==> src/rtl/fpstat_pkg.sv <==
package fpstat_pkg;
  localparam int EXC_N   = 5;
  localparam int RM_W    = 2;
  localparam int USED_W  = RM_W + 1 + 3 * EXC_N;
  localparam int EX_INV  = 0;
  localparam int EX_DIV  = 1;
  localparam int EX_OVF  = 2;
  localparam int EX_UNF  = 3;
  localparam int EX_INX  = 4;
  localparam logic [RM_W-1:0] RM_TOZERO = 2'b01;

  typedef logic [EXC_N-1:0] exc_t;

  typedef struct packed {
    exc_t             cause;
    exc_t             enable;
    exc_t             flags;
    logic             denorm;
    logic [RM_W-1:0]  rmode;
  } stat_t;
endpackage

==> src/rtl/fpstat_cause.sv <==
module fpstat_cause
  import fpstat_pkg::*;
(
  input  logic  op_approx,
  input  exc_t  exc_in,
  output exc_t  cause
);
  logic any_raw;
  assign any_raw = |exc_in;

  for (genvar b = 0; b < EXC_N; b++) begin : g_bit
    if (b == EX_INX) begin : g_inx
      assign cause[b] = exc_in[b] | (op_approx & ~any_raw);
    end else begin : g_other
      assign cause[b] = exc_in[b];
    end
  end
endmodule

==> src/rtl/fpstat_reg.sv <==
module fpstat_reg
  import fpstat_pkg::*;
#(
  parameter int DATA_W = 32
) (
  input  logic              clk,
  input  logic              rst_n,
  input  logic              wr_en,
  input  logic [DATA_W-1:0] wr_data,
  input  logic              op_done,
  input  exc_t              new_cause,
  output stat_t             state,
  output logic              op_take
);
  stat_t state_q;
  stat_t state_d;
  stat_t wr_word;

  assign wr_word = stat_t'(wr_data[USED_W-1:0]);
  assign op_take = op_done & ~wr_en;

  always_comb begin
    state_d = state_q;
    if (wr_en) begin
      state_d = wr_word;
    end else if (op_done) begin
      state_d.cause = new_cause;
      state_d.flags = state_q.flags | new_cause;
    end
  end

  always_ff @(posedge clk) begin
    if (!rst_n) state_q <= '0;
    else        state_q <= state_d;
  end

  assign state = state_q;
endmodule

==> src/rtl/fpstat_trap.sv <==
module fpstat_trap
  import fpstat_pkg::*;
#(
  parameter int              VEC_W    = 12,
  parameter logic [VEC_W-1:0] TRAP_VEC = 12'h120
) (
  input  logic             clk,
  input  logic             rst_n,
  input  logic             op_take,
  input  exc_t             new_cause,
  input  exc_t             enable,
  output logic             trap_req,
  output logic [VEC_W-1:0] trap_code
);
  logic hit;
  logic trap_q;

  assign hit = op_take & (|(new_cause & enable));

  always_ff @(posedge clk) begin
    if (!rst_n) trap_q <= 1'b0;
    else        trap_q <= hit;
  end

  assign trap_req  = trap_q;
  assign trap_code = trap_q ? TRAP_VEC : '0;
endmodule

==> src/rtl/fpstat_decode.sv <==
module fpstat_decode
  import fpstat_pkg::*;
#(
  parameter int DATA_W = 32
) (
  input  stat_t             state,
  output logic              round_zero,
  output logic              flush_zero,
  output logic [DATA_W-1:0] stat_value
);
  localparam int PAD_W = DATA_W - USED_W;

  assign round_zero = (state.rmode == RM_TOZERO);
  assign flush_zero = state.denorm;

  if (PAD_W > 0) begin : g_pad
    assign stat_value = {{PAD_W{1'b0}}, state};
  end else begin : g_nopad
    assign stat_value = state[DATA_W-1:0];
  end
endmodule

==> src/rtl/fpstat_unit.sv <==
module fpstat_unit
  import fpstat_pkg::*;
#(
  parameter int               DATA_W   = 32,
  parameter int               VEC_W    = 12,
  parameter logic [VEC_W-1:0] TRAP_VEC = 12'h120
) (
  input  logic              clk,
  input  logic              rst_n,
  input  logic              wr_en,
  input  logic [DATA_W-1:0] wr_data,
  input  logic              op_done,
  input  logic              op_approx,
  input  logic [EXC_N-1:0]  exc_in,
  output logic              round_zero,
  output logic              flush_zero,
  output logic [DATA_W-1:0] stat_value,
  output logic              trap_req,
  output logic [VEC_W-1:0]  trap_code
);
  exc_t  new_cause;
  stat_t state;
  logic  op_take;

  fpstat_cause u_cause (
    .op_approx (op_approx),
    .exc_in    (exc_in),
    .cause     (new_cause)
  );

  fpstat_reg #(.DATA_W(DATA_W)) u_reg (
    .clk       (clk),
    .rst_n     (rst_n),
    .wr_en     (wr_en),
    .wr_data   (wr_data),
    .op_done   (op_done),
    .new_cause (new_cause),
    .state     (state),
    .op_take   (op_take)
  );

  fpstat_trap #(.VEC_W(VEC_W), .TRAP_VEC(TRAP_VEC)) u_trap (
    .clk       (clk),
    .rst_n     (rst_n),
    .op_take   (op_take),
    .new_cause (new_cause),
    .enable    (state.enable),
    .trap_req  (trap_req),
    .trap_code (trap_code)
  );

  fpstat_decode #(.DATA_W(DATA_W)) u_dec (
    .state      (state),
    .round_zero (round_zero),
    .flush_zero (flush_zero),
    .stat_value (stat_value)
  );
endmodule

==> config.mk <==
export PLATFORM = sky130hd
export DESIGN_NAME = fpstat_unit
export DESIGN_NICKNAME = d
export VERILOG_FILES = /design/src/rtl/fpstat_pkg.sv /design/src/rtl/fpstat_cause.sv /design/src/rtl/fpstat_reg.sv /design/src/rtl/fpstat_trap.sv /design/src/rtl/fpstat_decode.sv /design/src/rtl/fpstat_unit.sv
export SDC_FILE = /design/constraint.sdc
export NUM_CORES = 1
export LEC_CHECK = 0
export BUFFER_PORTS_ARGS = -buffer_cell sky130_fd_sc_hd__buf_2
export CAP_MARGIN = 30
export CELL_PAD_IN_SITES_DETAIL_PLACEMENT = 0
export CELL_PAD_IN_SITES_GLOBAL_PLACEMENT = 1
export CORE_MARGIN = 2
export CORE_UTILIZATION = 28
export DETAILED_ROUTE_END_ITERATION = 8
export PLACE_DENSITY_LB_ADDON = 0.1
export SYNTH_ARGS = -nofsm -noshare
export SYNTH_HDL_FRONTEND = slang
export SYNTH_SLANG_ARGS = --single-unit
==> constraint.sdc <==
create_clock -name clk -period 2.89 [get_ports clk]
set_input_delay 0.1445 -clock clk [delete_from_list [all_inputs] [get_ports clk]]
set_output_delay 0.1445 -clock clk [all_outputs]
set_load 0.02 [all_outputs]
==> results.toml, run 1 <==
[yosys]
yosys_warnings = 0
synth_most_common_cell = "buf_4"
synth_area_sq_um = 1070
syn_area_per_cell_sq_um = 9.42
synth_edf_count = 0
synthArstFlopShare = 0
yosys-top-cells-area = "dfxtp_1, buf_4, mux2i_1"
synth_top_family_by_area = "buffers and inverters"
synthAdderAreaFrac = 0
yosysTopAreaCell = "dfxtp_1"
synthCells = 114
synth-xor-area-share = 0
synth_compound_area_frac = 0.156
synthSimpleGateAreaFrac = 0.115
synthFlopType = "dfxtp_1"
synthTopCellsByCount = "buf_4, dfxtp_1, a21oi_1, mux2i_1, nor2b_1"
ys_seq_elements = 19
synthMuxAreaShare = 0.112
ys_types = 25
ys_seq_area_frac = 0.354
synth_top_cell_area_share = 0.354

[clocking]
cts_hold_buffers = 0
clk-insertion-delay-late_ns = 0.25
clockBufferDepth = 2
post_cts_buffers = 0
cts.repair.resized = 0
tritoncts = "done"
path_clk_slew_ns = 0.07
cts_htree_levels = 1
numCtsBuffers = 3
clockRootBuffer = "clkbuf_8"
cts_sinks = 19

[critical_path]
startpoint_type = "flop"
critPathRequiredTime_ns = 3.04
cp_max_fo = 3
critPathKind = "reg2reg"
cp-end-kind = "flop"
crit_arrival_ns = 1.18

[grt]
overflow = 0
grt_pass1_vias = 752
antenna_found_initial = 0
grt_max_degree = 20
grt_pass1_wl_um = 3490
track_usage = 0.105

[power]
worst_ir_drop_vdd_mv = 0.237
power_density_nw_per_um2 = 496
cellLeakagePower_nw = 0.659
total_power_w = 0.000621

[floorplanning]
die_area_sq_um = 4350
coreArea_sq_um = 3660
rows = 22
die_w_um = 65.9
ios = 89
fp.dieH_um = 65.9
initial_utilization = 0.293

[flow_run]
drv_cap = 0

[sta]
fin_setup_tns_ns = 0
grt_setup_unrepaired = "no"
setup_viol = 0
period_share = 0.357
min_period_ns = 1.03
clock.fmax_mhz = 968
finalMaxSlewViolations = 0
fin_skew_ns = 0.00133
hold_viol_final = 0

[cells_and_area]
syn_to_final_growth_pct = 16.7
post-route-util = 0.342
nets = 201
antenna-diode-count = 0
drive_above_1_share = 0.361

[drt]
drt_iter0_drc = 7
dr_total_vias = 831
drcViolationCount = 0
first_pass_iters = 3
ant_nets = 0
wirelength_um = 2260
routedWlPerCell_um = 11.0
via_per_inst = 4.03

[status]
status = "finished, final reports clean"

[placement]
port_buffers = 50
gp_congestion = 0.702
dp_hpwl_um = 1720

[hold_path]
holdCritPathClass = "in2reg"
## cells by family after synthesis
group / Yosys count
flops: 19
other cells: 1
mux: 12
simple gates: 17
buf+inv: 37
compound gates: 28
## path summary, 6_finish.rpt
path / startpoint / endpoint / slack [ns] / depth (start not counted)
setup / recovery: u_reg.state[9] / u_trap.trap_req / 1.86 / 3
hold / removal: wr_data[1] / u_reg.state[1] / 0.15 / 3
setup reg to reg: u_reg.state[9] / u_trap.trap_req / 1.86 / 3
hold reg to reg: u_reg.state[3] / u_reg.state[3] / 0.52 / 2
## metal layers
layer / global-route usage / vias to the layer above / wire length, um
li1: - / 425 / -
met1: 0.126 / 361 / 998
met2: 0.172 / 43 / 1010
met3: 0.0443 / 2 / 241
met4: 0.0313 / 0 / 8
met5: 0 / - / 0
## through the flow
stage	cell area [sq um]	std cells	setup WS, ns	hold WS (ns)
after floorplan	1160	137	1.86	0.281
after global placement	1210	202	1.69	0.409
after detailed placement	1210	202	1.66	0.413
after CTS	1250	206	1.85	0.140
after global routing	1250	206	1.78	0.147
final	1250	206	1.86	0.146
## sequential cells by signal, indices dropped and copies added (netlist names)
signal           cells
u_trap.trap_req      1
u_reg.state         18
## critical path, stage by stage (launching register included)
cell and delay (ns):
dfxtp_1 0.33, a22oi_1 0.26, nand2_1 0.09, o31a_1 0.24
## where the power goes
group          internal [W]  switching, W
sequential         0.000280    0.00000919
combinational     0.0000495     0.0000956
clock             0.0000981     0.0000895
## cell type report
type | count | area [sq um]
Timing Repair Buffer | 50 | 250
Multi-Input combinational cell | 81 | 502
Fill cell | 398 | 2410
Sequential cell | 19 | 380
Inverter | 4 | 15.0
Tap cell | 48 | 60.1
Clock buffer | 4 | 45.0
## cell usage in the layout, fill, tap and decap left out, drive strengths merged
cell,count
a31oi,1
nor4,1
inv,4
a22oi,2
mux2i,12
o31a,1
buf,50
a221oi,1
nand3b,1
nand3,1
conb,24
and2b,1
nor3,1
nand2,1
a21oi,13
nor2b,10
dfxtp,19
and2,1
o21ai,8
a21boi,1
clkbuf,4
o311a,1
Power figures use the tool's default switching activity.
==> inputs of run 2 (changes only) <==
CORE_UTILIZATION = 23   (was 28)
clock period = 0.9 ns   (was 2.89 ns; I/O delays follow)
==> run 2 against run 1 <==
  * The flow now finishes with violations (setup timing)
  * Clock skew fell by 0.0012 ns
  * Sequential cell count did not move
  * Sequential share of layout area shrank 2.5 points
  * Count of clock-buffer cells in the layout unchanged
  * Clock power rose to 3.2 times the previous value
  * Combinational power rose to 3.7 times the previous value
  * Design area rose by 12%
==> results.toml, run 2 (same netlist as run 1, synthesis figures left out) <==
[grt]
overflow = 0
grt_max_degree = 17
antenna_found_initial = 0
grt_pass1_vias = 773
grt_pass1_wl_um = 3720
track_usage = 0.0919

[cells_and_area]
final_common_cell = "buf_2"
largest_reg_flops = 18
syn_to_final_growth_pct = 30.4
drive_above_1_share = 0.452
instances_no_fill = 220
fillers = 483
multi_input_area_sq_um = 518
nets = 211
antenna-diode-count = 0
ff_latch_area_sq_um = 390
final_cell_mix = "buf_2, conb_1, a21oi_1, dfxtp_1, mux2i_1"

[placement]
port_buffers = 50
gp_congestion = 0.651
dp_hpwl_um = 2040
placed_cells_incl_taps = 216

[drt]
wirelength_um = 2510
drcViolationCount = 0
ant_nets = 0
first_pass_iters = 2
drt_iter0_drc = 7
routedWlPerCell_um = 11.4
via_per_inst = 4.00
dr_total_vias = 880

[hold_path]
min_to = "u_reg.state[11]"
holdCritPathClass = "in2reg"
hp-start = "wr_data[11]"
min_path_cells = 3

[sta]
setup_viol = 1
grt_setup_unrepaired = "yes"
min_period_ns = 0.944
fin_setup_tns_ns = -0.0441
hold_viol_final = 0
period_share = 1.05
fin_hold_ws_ns = 0.0465
fin_skew_ns = 0.000157
worst_slack_ns = -0.0441
finalMaxSlewViolations = 0
clock.fmax_mhz = 1060

[clocking]
numCtsBuffers = 3
clockBufferDepth = 2
clk-insertion-delay-late_ns = 0.25
tritoncts = "done"
cts_hold_buffers = 0
clockRootBuffer = "clkbuf_8"
cts_htree_levels = 1
cts_sinks = 19
path_clk_slew_ns = 0.07

[critical_path]
crit_arrival_ns = 1.09
critPathKind = "reg2reg"
r2r_slack_ns = -0.04
cp-end-kind = "flop"
path_cells = "a22oi_2, nand2_1, o31a_1"
cp_max_fo = 3
worst_r2r_path_depth = 3
startpoint_type = "flop"
crit_slowest_cell = "dfxtp_4"
max_stage_delay_ns = 0.35
r2r_end = "u_trap.trap_req"
critPathRequiredTime_ns = 1.05
r2r-start = "u_reg.state[9]"

[power]
power.sequential.fraction = 0.451
cellLeakagePower_nw = 0.722
power_frac_clock = 0.289
worst_ir_drop_vdd_mv = 0.608
p_sw_w = 0.000638
swShare = 0.309
total_power_w = 0.00206
p_comb_frac = 0.260
power_density_nw_per_um2 = 1470
p_int_w = 0.00142

[floorplanning]
ios = 89
fp.dieH_um = 72.3
coreArea_sq_um = 4410
rows = 24
die_area_sq_um = 5230
die_w_um = 72.3
initial_utilization = 0.243

[status]
violations = "setup timing"
status = "complete, but fails checks"

[flow_run]
drv_cap = 0
==> run 2: changes by cell type in the layout (fill, tap and decap cells not counted), sizes merged <==
cell,previous run,this run
buf,50,60
==> run 2: what timing repair did <==
| action | in CTS | in global routing |
|---|---|---|
| endpoints found under the setup margin | 5 | 6 |
| setup buffers | 0 | 0 |
| resized for setup | 8 | 2 |
| pin swaps | 2 | 0 |
==> run 2: power groups by stage <==
stage	Sequential (W)	Combinational [W]	Clock [W]
CTS	0.000931	0.000538	0.000639
floorplan	0.00102	0.000357	0
global route	0.000939	0.000580	0.000676
finish	0.000931	0.000535	0.000596
global placement	0.000948	0.000523	0
detailed placement	0.000950	0.000524	0
==> run 2: worst max-delay path by stage <==
stage | start | to | slack [ns] | depth (start not counted)
after floorplan | u_reg.state[10] | u_trap.trap_req | -0.06 | 3
after global placement | u_reg.state[10] | u_trap.trap_req | -0.05 | 3
after detailed placement | u_reg.state[9] | u_trap.trap_req | -0.06 | 3
after CTS | u_reg.state[9] | u_trap.trap_req | -0.05 | 3
after global routing | u_reg.state[9] | u_trap.trap_req | -0.09 | 3
final | u_reg.state[9] | u_trap.trap_req | -0.04 | 3
==> run 2: metal layers <==
metal,track usage,routed length [um],vias up
met5,0,0,-
met4,0.0189,12,0
met3,0.0431,234,2
met2,0.142,1150,42
met1,0.118,1110,389
li1,-,-,447
==> run 2: critical path, delay by kind of cell (launching register included) <==
family	cells	cell delay [ns]
compound gates	2	0.42
flops	1	0.35
simple gates	1	0.07
==> run 2: stage by stage <==
step | setup slack, ns | utilization | instance area [sq um]
4_1_cts | -0.0540 | 0.315 | 1390
3_3_place_gp | -0.0474 | 0.300 | 1330
3_5_place_dp | -0.0602 | 0.300 | 1330
2_1_floorplan | -0.0589 | - | 1180
5_1_grt | -0.0892 | 0.317 | 1400
6_report | -0.0441 | 0.317 | 1400
==> run 2: final cells by class <==
class | instances | area share
clock buffers | 4 | 0.0322
inverters | 4 | 0.0107
multi-input cells | 81 | 0.370
flip-flops and latches | 19 | 0.279
well taps | 52 | 0.0465
repair buffers | 60 | 0.262
